## config.mk

```make
export PLATFORM = sky130hd
export DESIGN_NAME = baud_gen
export DESIGN_NICKNAME = d
export VERILOG_FILES = /design/src/rtl/baud_gen_pkg.sv /design/src/rtl/baud_gen_step.sv /design/src/rtl/baud_gen_half.sv /design/src/rtl/baud_gen_os.sv /design/src/rtl/baud_gen.sv
export SDC_FILE = /design/constraint.sdc
export NUM_CORES = 1
export LEC_CHECK = 0
export ABC_AREA = 1
export BUFFER_PORTS_ARGS = -buffer_cell sky130_fd_sc_hd__buf_4
export CORE_ASPECT_RATIO = 0.7
export CORE_MARGIN = 1.5
export CORE_UTILIZATION = 53
export DETAILED_ROUTE_END_ITERATION = 8
export GPL_TIMING_DRIVEN = 0
export MAX_ROUTING_LAYER = met4
export PLACE_DENSITY = 0.73
export SLEW_MARGIN = 20
export SYNTH_ARGS = -nofsm -noshare
export SYNTH_HDL_FRONTEND = slang
export SYNTH_SLANG_ARGS = --single-unit
```

## constraint.sdc

```tcl
create_clock -name clk -period 1.35 [get_ports clk]
set_input_delay 0.27 -clock clk [delete_from_list [all_inputs] [get_ports clk]]
set_output_delay 0.27 -clock clk [all_outputs]
set_load 0.02 [all_outputs]
```

## src/rtl/baud_gen_pkg.sv

```systemverilog
package baud_gen_pkg;

    localparam int BG_BYTE_W = 8;
    localparam int BG_TC_W   = 2 * BG_BYTE_W;
    localparam int BG_CNT_W  = BG_TC_W + 1;

    typedef enum logic {
        SRC_ALT  = 1'b0,
        SRC_MAIN = 1'b1
    } bg_src_e;

    typedef struct packed {
        logic [BG_CNT_W-1:0] count;
        logic                level;
    } bg_half_t;

    // A half period spans T+2 source events: load T+1, act when zero is seen.
    function automatic logic [BG_CNT_W-1:0] bg_reload(input logic [BG_TC_W-1:0] tc);
        return {1'b0, tc} + {{(BG_CNT_W-1){1'b0}}, 1'b1};
    endfunction

endpackage

```

## src/rtl/baud_gen_step.sv

```systemverilog
module baud_gen_step
    import baud_gen_pkg::*;
(
    input  logic    gen_en,
    input  logic    start,
    input  bg_src_e src,
    input  logic    alt_ce,
    output logic    step
);

    logic event_raw;

    always_comb begin
        unique case (src)
            SRC_MAIN: event_raw = 1'b1;
            default:  event_raw = alt_ce;
        endcase
        step = gen_en && !start && event_raw;
    end

endmodule

```

## src/rtl/baud_gen_half.sv

```systemverilog
module baud_gen_half
    import baud_gen_pkg::*;
(
    input  logic               clk,
    input  logic               rst,
    input  logic               start,
    input  logic               step,
    input  logic [BG_TC_W-1:0] tc,
    output logic               level,
    output logic               full_tick
);

    bg_half_t state_q;
    logic     tick_q;

    always_ff @(posedge clk) begin
        if (rst) begin
            state_q <= '0;
            tick_q  <= 1'b0;
        end else begin
            tick_q <= 1'b0;
            if (start) begin
                state_q.count <= bg_reload(tc);
                state_q.level <= 1'b0;
            end else if (step) begin
                if (state_q.count == '0) begin
                    state_q.count <= bg_reload(tc);
                    state_q.level <= ~state_q.level;
                    tick_q        <= state_q.level;
                end else begin
                    state_q.count <= state_q.count - 1'b1;
                end
            end
        end
    end

    assign level     = state_q.level;
    assign full_tick = tick_q;

    assert_idle_holds_R8: assert property (@(posedge clk) disable iff (rst)
        (!step && !start) |=> ($stable(state_q.count) && $stable(state_q.level)));

    assert_tick_after_fall_R4: assert property (@(posedge clk) disable iff (rst)
        full_tick |-> ($past(state_q.level) && !state_q.level));

endmodule

```

## src/rtl/baud_gen_os.sv

```systemverilog
module baud_gen_os #(
    parameter int OVERSAMPLE = 16
) (
    input  logic clk,
    input  logic rst,
    input  logic start,
    input  logic tick_in,
    output logic tick_out
);

    localparam int SUB_W = (OVERSAMPLE > 1) ? $clog2(OVERSAMPLE) : 1;
    localparam logic [SUB_W-1:0] LAST = SUB_W'(OVERSAMPLE - 1);

    logic [SUB_W-1:0] sub_q;

    generate
        if (OVERSAMPLE == (1 << SUB_W)) begin : g_pow2
            always_ff @(posedge clk) begin
                if (rst || start) sub_q <= '0;
                else if (tick_in) sub_q <= sub_q + 1'b1;
            end
        end else begin : g_any
            always_ff @(posedge clk) begin
                if (rst || start) sub_q <= '0;
                else if (tick_in) sub_q <= (sub_q == LAST) ? '0 : sub_q + 1'b1;
            end
        end
    endgenerate

    assign tick_out = tick_in && (sub_q == LAST);

    assert_sub_quiet_R5: assert property (@(posedge clk) disable iff (rst)
        (!tick_in && !start) |=> $stable(sub_q));

endmodule

```

## src/rtl/baud_gen.sv

```systemverilog
module baud_gen
    import baud_gen_pkg::*;
#(
    parameter int OVERSAMPLE = 16
) (
    input  logic                 clk,
    input  logic                 rst,
    input  logic [BG_BYTE_W-1:0] tc_lo,
    input  logic [BG_BYTE_W-1:0] tc_hi,
    input  logic                 gen_en,
    input  logic                 src_main,
    input  logic                 alt_ce,
    output logic                 baud_clk,
    output logic                 baud_tick,
    output logic                 bit_tick
);

    logic               en_q;
    logic               start;
    logic               step;
    logic [BG_TC_W-1:0] tc;
    bg_src_e            src;

    always_ff @(posedge clk) begin
        if (rst) en_q <= 1'b0;
        else     en_q <= gen_en;
    end

    assign start = gen_en && !en_q;
    assign tc    = {tc_hi, tc_lo};
    assign src   = src_main ? SRC_MAIN : SRC_ALT;

    baud_gen_step u_step (
        .gen_en (gen_en),
        .start  (start),
        .src    (src),
        .alt_ce (alt_ce),
        .step   (step)
    );

    baud_gen_half u_half (
        .clk       (clk),
        .rst       (rst),
        .start     (start),
        .step      (step),
        .tc        (tc),
        .level     (baud_clk),
        .full_tick (baud_tick)
    );

    baud_gen_os #(.OVERSAMPLE(OVERSAMPLE)) u_os (
        .clk      (clk),
        .rst      (rst),
        .start    (start),
        .tick_in  (baud_tick),
        .tick_out (bit_tick)
    );

    assert_tick_needs_enable_R7: assert property (@(posedge clk) disable iff (rst)
        baud_tick |-> $past(gen_en));

    assert_bit_on_baud_R5: assert property (@(posedge clk) disable iff (rst)
        bit_tick |-> baud_tick);

    assert_single_pulse_R4: assert property (@(posedge clk) disable iff (rst)
        baud_tick |=> !baud_tick);

    assert_level_frozen_off_R7: assert property (@(posedge clk) disable iff (rst)
        (!gen_en && !$past(gen_en)) |-> $stable(baud_clk));

endmodule

```

== After elaboration in Yosys (flattened, before gate mapping) ==
Index checks and enable logic that the tools add are counted.

* $add $sub $neg: 3
* Eq/ne operators: 1
* Multiplexer cells: 6
* Bitwise logic cells: 3
* Reduce and logical (&&, ||, !) cells: 12

{| class="wikitable"
|+ Operators with widths
! operator !! number
|-
| $mux W18 || 2
|-
| $add A16 B1 Y17 const B || 1
|-
| $logic_not A17 Y1 || 1
|-
| $mux W17 || 1
|-
| $sub A17 B1 Y17 const B || 1
|-
| $add A4 B1 Y4 const B || 1
|-
| $eq A4 B4 Y1 const B || 1
|-
| $logic_and A1 B1 Y1 || 4
|-
| $reduce_or A4 Y1 || 1
|-
| $mux W1 || 3
|-
| $not A1 Y1 || 3
|-
| $logic_not A1 Y1 || 2
|-
| $reduce_and A2 Y1 || 1
|-
| $reduce_bool A2 Y1 || 1
|-
| $reduce_or A2 Y1 || 1
|-
| $logic_or A1 B1 Y1 || 1
|}

* Bits in registers: 24
* Input bits: 21
* Output and inout bits: 3
* Logic and storage cells: 30

== Depth between registers and ports, before layout ==
Gate-level depths: netlist (run 1).

* Word-level depth: 7
* Depth in mapped cells: 12
* Mapped depth without buffers: 11

== Modules after synthesis ==
A second synthesis (run 1) with hierarchy kept.

* Cell total of the unflattened synthesis: 317
* Area, all modules: 1883.1 µm²

{| class="wikitable"
|+ Modules (own cells, without submodules)
! module !! instances !! cells an instance !! area each (µm²) !! seq. area each (µm²)
|-
| baud_gen_half || 1 || 283 || 1656.6 || 380.4
|-
| baud_gen_os || 1 || 26 || 180.2 || 80.1
|-
| baud_gen || 1 || 4 || 31.3 || 20.0
|-
| baud_gen_step || 1 || 4 || 15.0 || 0.0
|}

== Least setup slack after synthesis (run 1) ==
No wires, ideal clock.

* Path kind: register to register
* Start: reg u_half.state_q[1] (netlist bit)
* End: reg u_half.state_q[13] (netlist bit)
* Arrival: 1.340 ns
* Required time: 1.232 ns
* Path slack: -0.108 ns
* Cell stages (with the launch flop): 13
* Buffers on the path: 1
* Cell sequence: dfxtp_1 inv_1 ha_1 nand2_1 nor2_4 nand3_2 nand2_2 inv_2 buf_6 nand2_1 nor2_1 nor2_1 nor2_1

* Cells in the longest elaborated chain, start to end: 4
* Elaborated cells between the ends (all ways): 5

{| class="wikitable"
|+ Ends and longest elaborated chain
! element !! RTL line !! text
|-
| from (decl) || baud_gen_half.sv:13 || <nowiki>bg_half_t state_q;</nowiki>
|-
| $sub A17 B1 Y17 or $logic_not A17 Y1 (tied branches) || baud_gen_half.sv:31, baud_gen_half.sv:26 ||
|-
| $mux W17 * || baud_gen_half.sv:26 || <nowiki>if (state_q.count == '0) begin</nowiki>
|-
| $mux W18 * || baud_gen_half.sv:25 || <nowiki>end else if (step) begin</nowiki>
|-
| $mux W18 * || baud_gen_half.sv:22 || <nowiki>if (start) begin</nowiki>
|}

Every way passes the cells marked *; elsewhere a longest branch is shown, timed or not. The select of a mux whose other input is x is not followed.
A chain may end at the register's enable or synchronous reset.

== Final worst setup path (run 1) ==
* Start: reg u_half.state_q[1] (netlist bit)
* End: reg u_half.state_q[11] (netlist bit)

Same word-level chain as after synthesis.

==> results of run 1 <==
final timing paths:
path                              to  slack, ps
setup reg to reg  u_half.state_q[11]       -190
hold reg to reg     u_half.full_tick        500
hold / removal                  en_q        260
setup / recovery  u_half.state_q[11]       -190
cells in the mapped netlist:
cell type                  number
sky130_fd_sc_hd__a21oi_1        9
sky130_fd_sc_hd__a21oi_2        1
sky130_fd_sc_hd__a31o_2         1
sky130_fd_sc_hd__a31oi_1        1
sky130_fd_sc_hd__buf_2          2
sky130_fd_sc_hd__buf_6          1
sky130_fd_sc_hd__buf_8          1
sky130_fd_sc_hd__clkinv_1       1
sky130_fd_sc_hd__dfxtp_1       24
sky130_fd_sc_hd__ha_1           4
sky130_fd_sc_hd__inv_1         39
sky130_fd_sc_hd__inv_2          7
sky130_fd_sc_hd__mux2i_1        1
sky130_fd_sc_hd__nand2_1      111
sky130_fd_sc_hd__nand2_2        3
sky130_fd_sc_hd__nand2_4        3
sky130_fd_sc_hd__nand3_1       31
sky130_fd_sc_hd__nand3_2        6
sky130_fd_sc_hd__nand3b_2       1
sky130_fd_sc_hd__nand4_1        2
sky130_fd_sc_hd__nand4_4        1
sky130_fd_sc_hd__nor2_1        57
sky130_fd_sc_hd__nor2_2         4
sky130_fd_sc_hd__nor2_4         5
sky130_fd_sc_hd__nor2_8         1
sky130_fd_sc_hd__nor3_1         4
sky130_fd_sc_hd__o21ai_0        8
sky130_fd_sc_hd__o21bai_1       3
sky130_fd_sc_hd__o22ai_1        1
sky130_fd_sc_hd__or2_2          3
sky130_fd_sc_hd__xnor2_1        1
sky130_fd_sc_hd__xor2_1         7
worst max-delay path, stage by stage, from the launching register on:
cell and delay (ps):
sky130_fd_sc_hd__dfxtp_2 350, sky130_fd_sc_hd__inv_2 80, sky130_fd_sc_hd__buf_6 110, sky130_fd_sc_hd__ha_4 180
sky130_fd_sc_hd__nand2_8 80, sky130_fd_sc_hd__nor2_4 150, sky130_fd_sc_hd__nand2_1 90, sky130_fd_sc_hd__nand2_1 60
sky130_fd_sc_hd__nand2_1 60, sky130_fd_sc_hd__nand2_1 80, sky130_fd_sc_hd__nand3_2 90, sky130_fd_sc_hd__nand2_1 60
sky130_fd_sc_hd__inv_1 40
metrics by stage:
stage	hold WS (ps)	worst slack (ps)	instance area [sq um]	setup TNS (ps)	instances
after CTS	254	-131	2680	-1530	438
after detailed placement	477	-363	2310	-3690	417
after global placement	470	-343	2310	-3480	417
final	263	-190	2950	-2420	446
after global routing	284	-277	2950	-3860	446
after floorplan	406	-26.2	2070	-127	344
sequential cells by signal, summed over array words and instances (netlist names):
signal            cells
u_half.level          1
u_half.full_tick      1
en_q                  1
u_os.sub_q            4
u_half.state_q       17
routing by layer:
metal  up-vias  part of all wire (%)  GRT usage [%]
met5         -                     0              -
met4         0                   2.3           5.76
met3        26                   6.7           5.74
met2       112                    46           48.7
met1      1128                    45           39.2
li1       1181                     -              -
power by group:
| part | switching (mW) | total, mW | internal, mW |
|---|---|---|---|
| combinational | 0.640 | 1.08 | 0.444 |
| clock | 0.252 | 0.513 | 0.261 |
| sequential | 0.0584 | 0.804 | 0.745 |
final cells by class:
| type | count | area, sq um | share of cell area (%) |
|---|---|---|---|
| Inverter | 47 | 179 | 6.07 |
| Clock buffer | 4 | 55.1 | 1.87 |
| Tap cell | 50 | 62.6 | 2.12 |
| Sequential cell | 24 | 512 | 17.4 |
| Timing Repair Buffer | 48 | 395 | 13.4 |
| Multi-Input combinational cell | 269 | 1710 | 58.0 |
| Buffer | 4 | 36.3 | 1.23 |
timing repair:
action                     CTS  global route
gates cloned                 2             0
setup endpoints to repair   18            19
resized for setup           52            55
pin swaps                   18            32
setup buffers               15             9
cells by family after synthesis:
family | after synthesis | share of synthesized area (%)
muxes | 1 | 0.490
DFF | 24 | 23.5
AOI/OAI and AO/OA | 24 | 6.73
buffers and inverters | 51 | 10.4
adders and majority gates | 4 | 2.45
and+or+nand+nor | 232 | 53.0
xor gates and xnor gates | 8 | 3.43
==> metrics.txt, run 1 <==
# TYPE chip_impl_metric gauge
chip_impl_metric{name="grt_use_total",unit="%"} 29.7
chip_impl_metric{name="final.setup.worst_slack",unit="ps"} -190
chip_impl_metric{name="post-route-period-util",unit="%"} 114
chip_impl_metric{name="worst_pin_slew",unit="ps"} 356
chip_impl_metric{name="syn-instance-count",unit=""} 344
chip_impl_metric{name="post_drt_via_cell_ratio",unit=""} 5.49
chip_impl_metric{name="fp-row-count",unit=""} 18
chip_impl_metric{name="setup_viol",unit=""} 19
chip_impl_metric{name="cts_hold_buffers",unit=""} 0
chip_impl_metric{name="clk_path_buf_depth",unit=""} 2
chip_impl_metric{name="syn_area",unit="sq um"} 2040
chip_impl_info{name="setup.worst_path.start_class",value="flip-flop"} 1
chip_impl_metric{name="synth_largest_type_area_fraction",unit="%"} 23.5
chip_impl_info{name="worstHoldStart",value="gen_en"} 1
chip_impl_metric{name="critical_path_peak_fanout",unit=""} 5
chip_impl_metric{name="drv_cap",unit=""} 0
chip_impl_metric{name="rr_worst_depth",unit=""} 12
chip_impl_metric{name="portBuffers",unit=""} 23
chip_impl_metric{name="report.final.slew_viol_count",unit=""} 0
chip_impl_metric{name="firstDrtPassIters",unit=""} 4
chip_impl_metric{name="maxClockFrequency",unit="GHz"} 0.649
chip_impl_metric{name="leakage_power",unit="nW"} 1.43
chip_impl_metric{name="num_antenna_cells",unit=""} 0
chip_impl_metric{name="hpwlAfterDp",unit="um"} 4120
chip_impl_metric{name="worst_setup_hold_path_clk_slew",unit="ps"} 100
chip_impl_metric{name="crit_required",unit="ps"} 1520
chip_impl_metric{name="synth_fp_nets",unit=""} 369
chip_impl_metric{name="remaining_drc_errors",unit=""} 0
chip_impl_info{name="ctsRootBufferMaster",value="sky130_fd_sc_hd__clkbuf_8"} 1
chip_impl_metric{name="ys_warn_count",unit=""} 0
chip_impl_metric{name="power_per_cell_area",unit="nW/um^2"} 814
chip_impl_metric{name="number_of_global_route_vias_before_repair",unit=""} 2038
chip_impl_metric{name="synth_area_per_cell",unit="sq um"} 5.94
chip_impl_info{name="mostFrequentLayoutCells",value="sky130_fd_sc_hd__nand2_1, sky130_fd_sc_hd__nor2_1, sky130_fd_sc_hd__buf_4, sky130_fd_sc_hd__inv_1, sky130_fd_sc_hd__nand3_1"} 1
chip_impl_info{name="crit_path_end_kind",value="flip-flop"} 1
chip_impl_info{name="setup_crit_start",value="u_half.state_q[1]"} 1
chip_impl_info{name="critical_path_class",value="reg2reg"} 1
chip_impl_metric{name="initial_utilization",unit="%"} 56.7
chip_impl_metric{name="fill_cells",unit=""} 234
chip_impl_metric{name="die_height",unit="um"} 55.0
chip_impl_info{name="worstHoldPathType",value="in2reg"} 1
chip_impl_info{name="status",value="complete, but fails checks"} 1
chip_impl_metric{name="initial_antenna_violation_count",unit=""} 0
chip_impl_metric{name="synth.yosys.seq_area_share",unit="%"} 23.5
chip_impl_metric{name="areaGrowthSynthToFinish",unit="%"} 44.2
chip_impl_metric{name="route.detailed.wl_per_inst",unit="um"} 15.1
chip_impl_metric{name="post-layout-total-power",unit="mW"} 2.40
chip_impl_metric{name="final_antenna_net_count",unit=""} 0
chip_impl_metric{name="critPathArrivalTime",unit="ps"} 1710
chip_impl_metric{name="grt_pass1_wl",unit="um"} 9350
chip_impl_metric{name="peakVddDrop",unit="mV"} 0.748
chip_impl_metric{name="timing.hold.worst_path_depth",unit=""} 3
chip_impl_metric{name="cts_htree_levels",unit=""} 1
chip_impl_metric{name="post_route_cells_drive_above_1_share",unit="%"} 40.2
chip_impl_info{name="failed_checks",value="setup timing"} 1
chip_impl_metric{name="top_level_ports",unit=""} 24
chip_impl_metric{name="grt_start_max_net_pins",unit=""} 14
chip_impl_metric{name="design.core.area",unit="sq um"} 3600
chip_impl_metric{name="clk_latency",unit="ps"} 280
chip_impl_metric{name="via_count_of_the_routed_design",unit=""} 2447
chip_impl_metric{name="drt-initial-drc-count",unit=""} 140
chip_impl_metric{name="postRouteWirelength",unit="um"} 6740
chip_impl_metric{name="final_critical_period",unit="ps"} 1540
chip_impl_info{name="rsz_0062_raised_after_global_routing",value="yes"} 1
chip_impl_metric{name="globalRoute.totalOverflow",unit=""} 0
chip_impl_info{name="synth_top_area_cell",value="sky130_fd_sc_hd__dfxtp_1"} 1
chip_impl_metric{name="design.final.nets",unit=""} 422
chip_impl_metric{name="timing.max_slew.rel_slack",unit="%"} 76.2
chip_impl_metric{name="clock-skew-final",unit="ps"} 11.7
chip_impl_metric{name="cts_made_buffers",unit=""} 3
chip_impl_metric{name="finalHoldViolations",unit=""} 0
chip_impl_metric{name="ys_seq_elements",unit=""} 24
chip_impl_metric{name="clock_sink_count",unit=""} 24
chip_impl_metric{name="gp_routability_congestion",unit=""} 0.954
chip_impl_info{name="ys_top_cells_by_area",value="sky130_fd_sc_hd__dfxtp_1, sky130_fd_sc_hd__nand2_1, sky130_fd_sc_hd__nor2_1"} 1
chip_impl_metric{name="chipWidth",unit="um"} 77.2
chip_impl_info{name="critical_path.reg2reg.startpoint",value="u_half.state_q[1]"} 1
chip_impl_metric{name="die-area",unit="sq um"} 4250
chip_impl_metric{name="synthDistinctLibCells",unit=""} 32
chip_impl_metric{name="layout.core_utilization",unit="%"} 81.8
chip_impl_info{name="layout.cells.most_common",value="sky130_fd_sc_hd__nand2_1"} 1
chip_impl_info{name="tritoncts",value="done"} 1
(Power assumes the default switching activity.)
==> run 2, diff against run 1 <==
Settings changed: BUFFER_PORTS_ARGS -buffer_cell sky130_fd_sc_hd__buf_4 to default, CORE_UTILIZATION 53 to 60, DONT_BUFFER_PORTS from default to 1.
Clock period 1.35 ns to 1.55 ns, I/O delays scaled along.
==> run 2 against run 1 <==
Against the previous run: the flow now finishes without violations; register-to-register slack gained 210 ps; global-route usage grew 1.5 points; via count fell by 11%; non-clock buffer count shrank 38; first-iteration DRC count is 41% higher; combinational power down 36%; worst setup slack gained 210 ps; maximum frequency is 0.47% higher; flip-flop and latch count did not move; sequential power decreased by 13%; critical path type unchanged; largest cell class unchanged; largest power group is now sequential cells; highest routed layer unchanged.
==> metrics.txt, run 2 (synthesis results as in run 1) <==
# TYPE chip_impl_metric gauge
chip_impl_info{name="status",value="finished clean"} 1
chip_impl_metric{name="gp_routability_congestion",unit=""} 0.903
chip_impl_metric{name="remaining_drc_errors",unit=""} 0
chip_impl_metric{name="postRouteWirelength",unit="um"} 5540
chip_impl_metric{name="report.final.slew_viol_count",unit=""} 0
chip_impl_info{name="setup.worst_path.start_class",value="flip-flop"} 1
chip_impl_metric{name="design.core.area",unit="sq um"} 3190
chip_impl_metric{name="die-area",unit="sq um"} 3770
chip_impl_metric{name="cts_made_buffers",unit=""} 3
chip_impl_metric{name="setup_viol",unit=""} 0
chip_impl_metric{name="drv_cap",unit=""} 0
chip_impl_metric{name="maxClockFrequency",unit="GHz"} 0.652
chip_impl_metric{name="clk_path_buf_depth",unit=""} 2
chip_impl_metric{name="worst_setup_hold_path_clk_slew",unit="ps"} 90
chip_impl_metric{name="leakage_power",unit="nW"} 1.17
chip_impl_metric{name="timing.max_slew.rel_slack",unit="%"} 69.9
chip_impl_metric{name="final_design_area_no_fill",unit="sq um"} 2370
chip_impl_metric{name="route.detailed.wl_per_inst",unit="um"} 14.0
chip_impl_metric{name="number_of_global_route_vias_before_repair",unit=""} 1961
chip_impl_metric{name="clock-skew-final",unit="ps"} 6.76
chip_impl_metric{name="hpwlAfterDp",unit="um"} 4120
chip_impl_metric{name="power_per_cell_area",unit="nW/um^2"} 749
chip_impl_metric{name="areaGrowthSynthToFinish",unit="%"} 15.7
chip_impl_metric{name="top_level_ports",unit=""} 24
chip_impl_metric{name="fin_tns_setup",unit="ps"} 0
chip_impl_info{name="layout.cells.most_common",value="sky130_fd_sc_hd__nand2_1"} 1
chip_impl_metric{name="grt_use_total",unit="%"} 31.2
chip_impl_info{name="layout_top_registers",value="u_half.state_q: 17 flops, u_os.sub_q: 4 flops"} 1
chip_impl_metric{name="post_route_cells_drive_above_1_share",unit="%"} 22.4
chip_impl_metric{name="cts_hold_buffers",unit=""} 0
chip_impl_metric{name="initial_antenna_violation_count",unit=""} 0
chip_impl_metric{name="critical_path_peak_fanout",unit=""} 10
chip_impl_info{name="mostFrequentLayoutCells",value="sky130_fd_sc_hd__nand2_1, sky130_fd_sc_hd__nor2_1, sky130_fd_sc_hd__inv_1, sky130_fd_sc_hd__nand3_1, sky130_fd_sc_hd__dfxtp_1"} 1
chip_impl_metric{name="fp-row-count",unit=""} 17
chip_impl_metric{name="firstDrtPassIters",unit=""} 4
chip_impl_metric{name="initial_utilization",unit="%"} 64.1
chip_impl_metric{name="layout.core_utilization",unit="%"} 74.2
chip_impl_metric{name="clock_sink_count",unit=""} 24
chip_impl_metric{name="final_antenna_net_count",unit=""} 0
chip_impl_info{name="ctsRootBufferMaster",value="sky130_fd_sc_hd__clkbuf_8"} 1
chip_impl_info{name="worstHoldStart",value="gen_en"} 1
chip_impl_metric{name="final.setup.worst_slack",unit="ps"} 16.8
chip_impl_metric{name="drt-initial-drc-count",unit=""} 197
chip_impl_info{name="largest_register",value="u_half.state_q"} 1
chip_impl_metric{name="clk_latency",unit="ps"} 270
chip_impl_info{name="setup_crit_start",value="u_half.state_q[2]"} 1
chip_impl_metric{name="largest_register_ff_count",unit=""} 17
chip_impl_info{name="critical_path_class",value="reg2reg"} 1
chip_impl_metric{name="peakVddDrop",unit="mV"} 0.569
chip_impl_metric{name="post-layout-total-power",unit="mW"} 1.77
chip_impl_metric{name="design.final.nets",unit=""} 384
chip_impl_metric{name="num_antenna_cells",unit=""} 0
chip_impl_info{name="rsz_0062_raised_after_global_routing",value="yes"} 1
chip_impl_metric{name="dp_slack",unit="ps"} -136
chip_impl_metric{name="post-route-period-util",unit="%"} 98.9
chip_impl_metric{name="post_drt_via_cell_ratio",unit=""} 5.54
chip_impl_metric{name="via_count_of_the_routed_design",unit=""} 2189
chip_impl_info{name="tritoncts",value="done"} 1
chip_impl_metric{name="final_critical_period",unit="ps"} 1530
chip_impl_info{name="critical_path.reg2reg.startpoint",value="u_half.state_q[2]"} 1
chip_impl_metric{name="cts_htree_levels",unit=""} 1
chip_impl_metric{name="worst_pin_slew",unit="ps"} 452
chip_impl_info{name="crit_path_end_kind",value="flip-flop"} 1
chip_impl_metric{name="finalHoldViolations",unit=""} 0
chip_impl_metric{name="crit_required",unit="ps"} 1720
chip_impl_metric{name="grt_start_max_net_pins",unit=""} 13
chip_impl_metric{name="die_height",unit="um"} 51.8
chip_impl_info{name="worstHoldPathType",value="in2reg"} 1
chip_impl_metric{name="grt_pass1_wl",unit="um"} 8770
chip_impl_metric{name="portBuffers",unit=""} 0
chip_impl_metric{name="critPathArrivalTime",unit="ps"} 1700
chip_impl_metric{name="globalRoute.totalOverflow",unit=""} 0
chip_impl_metric{name="dpl_cell_area",unit="sq um"} 2090
chip_impl_metric{name="chipWidth",unit="um"} 72.8
-- run 2: changes by cell type in the layout (fill, tap and decap cells not counted), sizes merged --
| cell | before | now |
|---|---|---|
| buf | 52 | 13 |
-- run 2: metal layers --
metal / vias to the layer above / share of wire, % / track usage [%]
li1: 1092 / - / -
met1: 977 / 44 / 41.1
met2: 109 / 44 / 50.2
met3: 11 / 10 / 6.20
met4: 0 / 1.3 / 6.92
met5: - / 0 / -
-- run 2: final timing paths --
kind	depth (start not counted)	slack (ps)	endpoint
min reg2reg	2	540	u_os.sub_q[1]
max reg2reg	12	20	u_half.state_q[17]
min	2	180	en_q
max	12	20	u_half.state_q[17]
-- run 2: layout make-up --
type	count	area (sq um)
well taps	38	47.5
repair buffers	10	96.3
multi-input cells	269	1480
fillers	261	825
inverters	47	179
flip-flops and latches	24	490
clock buffers	3	41.3
plain buffers	4	36.3
-- run 2: timing repair --
| item | 4_1_cts | 5_1_grt |
|---|---|---|
| gates cloned | 0 | 1 |
| setup buffers | 4 | 5 |
| pin swaps | 4 | 14 |
| gates resized for setup | 8 | 33 |
| setup endpoints to repair | 16 | 18 |
-- run 2: per-stage QoR --
step,hold slack (ps),instances
floorplan,446,344
global placement,455,382
detailed placement,463,382
CTS,185,389
global route,203,395
finish,183,395
-- run 2: worst max-delay path, stage by stage, from the launching register on --
cell and delay [ps]:
sky130_fd_sc_hd__dfxtp_2 340, sky130_fd_sc_hd__inv_2 80, sky130_fd_sc_hd__ha_4 140, sky130_fd_sc_hd__nand2_2 60, sky130_fd_sc_hd__nor2_4 170, sky130_fd_sc_hd__nand3_4 100, sky130_fd_sc_hd__nand2_4 90, sky130_fd_sc_hd__inv_2 40
sky130_fd_sc_hd__buf_6 140, sky130_fd_sc_hd__nand2_2 70, sky130_fd_sc_hd__nand3_1 80, sky130_fd_sc_hd__nand2_1 60, sky130_fd_sc_hd__inv_1 50
-- run 2: power by group --
part	switching (mW)	total, mW	internal (mW)
Combinational	0.432	0.696	0.264
Clock	0.200	0.374	0.174
Sequential	0.0496	0.702	0.653
==> run 3, diff against run 2 <==
Settings changed: CORE_ASPECT_RATIO 0.7 to 0.6.
==> run 3 against run 2 <==
Against the previous run: the run now ends with setup timing left; die area is 0.15% higher; hold slack better by 6.3 ps; sequential share of layout area is 0.78 points lower; non-clock buffer count is 1 higher; routed wire length is 2.6% higher; largest cell class unchanged; highest routed layer unchanged.
==> metrics.txt, run 3 (synthesis results as in run 1) <==
# TYPE chip_impl_metric gauge
chip_impl_metric{name="clk_latency",unit="ps"} 270
chip_impl_metric{name="largest_register_ff_count",unit=""} 17
chip_impl_metric{name="power_per_cell_area",unit="nW/um^2"} 753
chip_impl_info{name="worstHoldStart",value="gen_en"} 1
chip_impl_info{name="largest_register",value="u_half.state_q"} 1
chip_impl_metric{name="timing.max_slew.rel_slack",unit="%"} 69.0
chip_impl_metric{name="design.core.area",unit="sq um"} 3260
chip_impl_info{name="setup_crit_start",value="u_half.state_q[8]"} 1
chip_impl_metric{name="num_antenna_cells",unit=""} 0
chip_impl_metric{name="clk_path_buf_depth",unit=""} 2
chip_impl_metric{name="final_antenna_net_count",unit=""} 0
chip_impl_metric{name="maxClockFrequency",unit="GHz"} 0.644
chip_impl_metric{name="grt_start_max_net_pins",unit=""} 14
chip_impl_info{name="worstHoldPathType",value="in2reg"} 1
chip_impl_metric{name="dpl.cell_count",unit=""} 389
chip_impl_metric{name="fp-row-count",unit=""} 16
chip_impl_info{name="setup.worst_path.start_class",value="flip-flop"} 1
chip_impl_metric{name="critical_path_peak_fanout",unit=""} 5
chip_impl_metric{name="top_level_ports",unit=""} 24
chip_impl_info{name="tritoncts",value="done"} 1
chip_impl_metric{name="timing.hold.worst_path_depth",unit=""} 2
chip_impl_metric{name="cts_made_buffers",unit=""} 3
chip_impl_metric{name="worst_setup_hold_path_clk_slew",unit="ps"} 90
chip_impl_metric{name="gp_routability_congestion",unit=""} 0.933
chip_impl_metric{name="post-layout-total-power",unit="mW"} 1.86
chip_impl_metric{name="grt_use_total",unit="%"} 29.2
chip_impl_metric{name="number_of_global_route_vias_before_repair",unit=""} 1646
chip_impl_metric{name="post-route-period-util",unit="%"} 100
chip_impl_metric{name="drv_cap",unit=""} 0
chip_impl_metric{name="clock_sink_count",unit=""} 24
chip_impl_info{name="critical_path_class",value="reg2reg"} 1
chip_impl_info{name="rsz_0062_raised_after_global_routing",value="yes"} 1
chip_impl_metric{name="final_critical_period",unit="ps"} 1550
chip_impl_metric{name="portBuffers",unit=""} 0
chip_impl_info{name="ctsRootBufferMaster",value="sky130_fd_sc_hd__clkbuf_8"} 1
chip_impl_metric{name="postRouteWirelength",unit="um"} 5690
chip_impl_info{name="mostFrequentLayoutCells",value="sky130_fd_sc_hd__nand2_1, sky130_fd_sc_hd__nor2_1, sky130_fd_sc_hd__inv_1, sky130_fd_sc_hd__nand3_1, sky130_fd_sc_hd__dfxtp_1"} 1
chip_impl_metric{name="die-area",unit="sq um"} 3780
chip_impl_metric{name="critPathArrivalTime",unit="ps"} 1770
chip_impl_metric{name="setup_viol",unit=""} 1
chip_impl_metric{name="leakage_power",unit="nW"} 1.22
chip_impl_metric{name="final.setup.worst_slack",unit="ps"} -2.08
chip_impl_metric{name="cts_htree_levels",unit=""} 1
chip_impl_metric{name="initial_utilization",unit="%"} 62.7
chip_impl_metric{name="hpwlAfterDp",unit="um"} 4050
chip_impl_metric{name="via_count_of_the_routed_design",unit=""} 2184
chip_impl_metric{name="design.final.nets",unit=""} 385
chip_impl_metric{name="post_drt_via_cell_ratio",unit=""} 5.41
chip_impl_info{name="critical_path.reg2reg.startpoint",value="u_half.state_q[8]"} 1
chip_impl_metric{name="die_height",unit="um"} 48.2
chip_impl_metric{name="chipWidth",unit="um"} 78.4
chip_impl_info{name="status",value="complete, but fails checks"} 1
chip_impl_info{name="endpoint",value="u_half.state_q[7]"} 1
chip_impl_metric{name="drt-initial-drc-count",unit=""} 154
chip_impl_metric{name="globalRoute.totalOverflow",unit=""} 0
chip_impl_info{name="crit_path_end_kind",value="flip-flop"} 1
chip_impl_info{name="worst_r2r_endpoint",value="u_half.state_q[7]"} 1
chip_impl_metric{name="remaining_drc_errors",unit=""} 0
chip_impl_metric{name="layout.core_utilization",unit="%"} 75.9
chip_impl_metric{name="firstDrtPassIters",unit=""} 5
chip_impl_metric{name="crit_required",unit="ps"} 1770
chip_impl_metric{name="clock-skew-final",unit="ps"} 7.47
chip_impl_metric{name="grt_pass1_wl",unit="um"} 7890
chip_impl_metric{name="post_route_cells_drive_above_1_share",unit="%"} 27.0
chip_impl_metric{name="r2r_setup_slack",unit="ps"} -2
chip_impl_info{name="layout.cells.most_common",value="sky130_fd_sc_hd__nand2_1"} 1
chip_impl_metric{name="layout.cells.non_filler",unit=""} 404
chip_impl_metric{name="fin_tns_setup",unit="ps"} -2.08
chip_impl_metric{name="peakVddDrop",unit="mV"} 0.488
chip_impl_metric{name="rr_worst_depth",unit=""} 10
chip_impl_metric{name="route.detailed.wl_per_inst",unit="um"} 14.1
chip_impl_metric{name="areaGrowthSynthToFinish",unit="%"} 21.2
chip_impl_info{name="failed_checks",value="setup timing"} 1
chip_impl_info{name="layout_top_registers",value="u_half.state_q: 17 flops, u_os.sub_q: 4 flops"} 1
chip_impl_metric{name="finalHoldViolations",unit=""} 0
chip_impl_metric{name="report.final.slew_viol_count",unit=""} 0
chip_impl_metric{name="worst_pin_slew",unit="ps"} 465
chip_impl_metric{name="initial_antenna_violation_count",unit=""} 0
==> run 3: area by class of cell <==
cell class                      count  area (sq um)
Sequential cell                    24           494
Multi-Input combinational cell    269          1530
Fill cell                         266           786
Tap cell                           45          56.3
Buffer                              4          40.0
Clock buffer                        4          55.1
Timing Repair Buffer               11           118
Inverter                           47           181
==> run 3: routing by layer <==
metal  track usage (%)  part of all wire (%)  vias to the layer above
li1                  -                     -                     1103
met1              44.1                    46                      964
met2              41.2                    40                      107
met3              4.86                    12                       10
met4              3.57                   1.2                        0
met5                 -                     0                        -
==> run 3: how the worst min path moves through the flow <==
| stage | endpoint | slack (ps) |
|---|---|---|
| 2_1_floorplan | en_q | 450 |
| 3_3_place_gp | en_q | 460 |
| 3_5_place_dp | en_q | 470 |
| 4_1_cts | en_q | 190 |
| 5_1_grt | en_q | 200 |
| 6_report | en_q | 190 |
==> run 3: through the flow <==
step           setup slack, ps  area (sq um)  hold WS [ps]
5_1_grt                  -84.0          2480           198
6_report                 -2.08          2480           189
4_1_cts                  -15.7          2230           191
3_3_place_gp              -109          2100           458
3_5_place_dp              -128          2100           474
2_1_floorplan             91.7          2040           446
==> run 3: report_power, final <==
group	switching [mW]	leakage, nW	internal, mW
clock network	0.211	0.0288	0.227
logic	0.451	0.986	0.275
registers	0.0475	0.201	0.654
==> run 3: timing repair <==
item,4_1_cts,5_1_grt
gates cloned,0,2
setup endpoints to repair,15,17
resized for setup,7,53
hold buffers,0,0
pin swaps,7,19
buffers inserted,6,3
==> run 3: worst max-delay path: stages (launching register included) <==
cell                      delay, ps
sky130_fd_sc_hd__dfxtp_2        350
sky130_fd_sc_hd__nor2_2         170
sky130_fd_sc_hd__inv_2           60
sky130_fd_sc_hd__nor2_4         170
sky130_fd_sc_hd__nand4_4        140
sky130_fd_sc_hd__nand2_4        130
sky130_fd_sc_hd__buf_8          140
sky130_fd_sc_hd__nand3_2        100
sky130_fd_sc_hd__nand3_2        100
sky130_fd_sc_hd__nand2_1         60
sky130_fd_sc_hd__inv_1           50
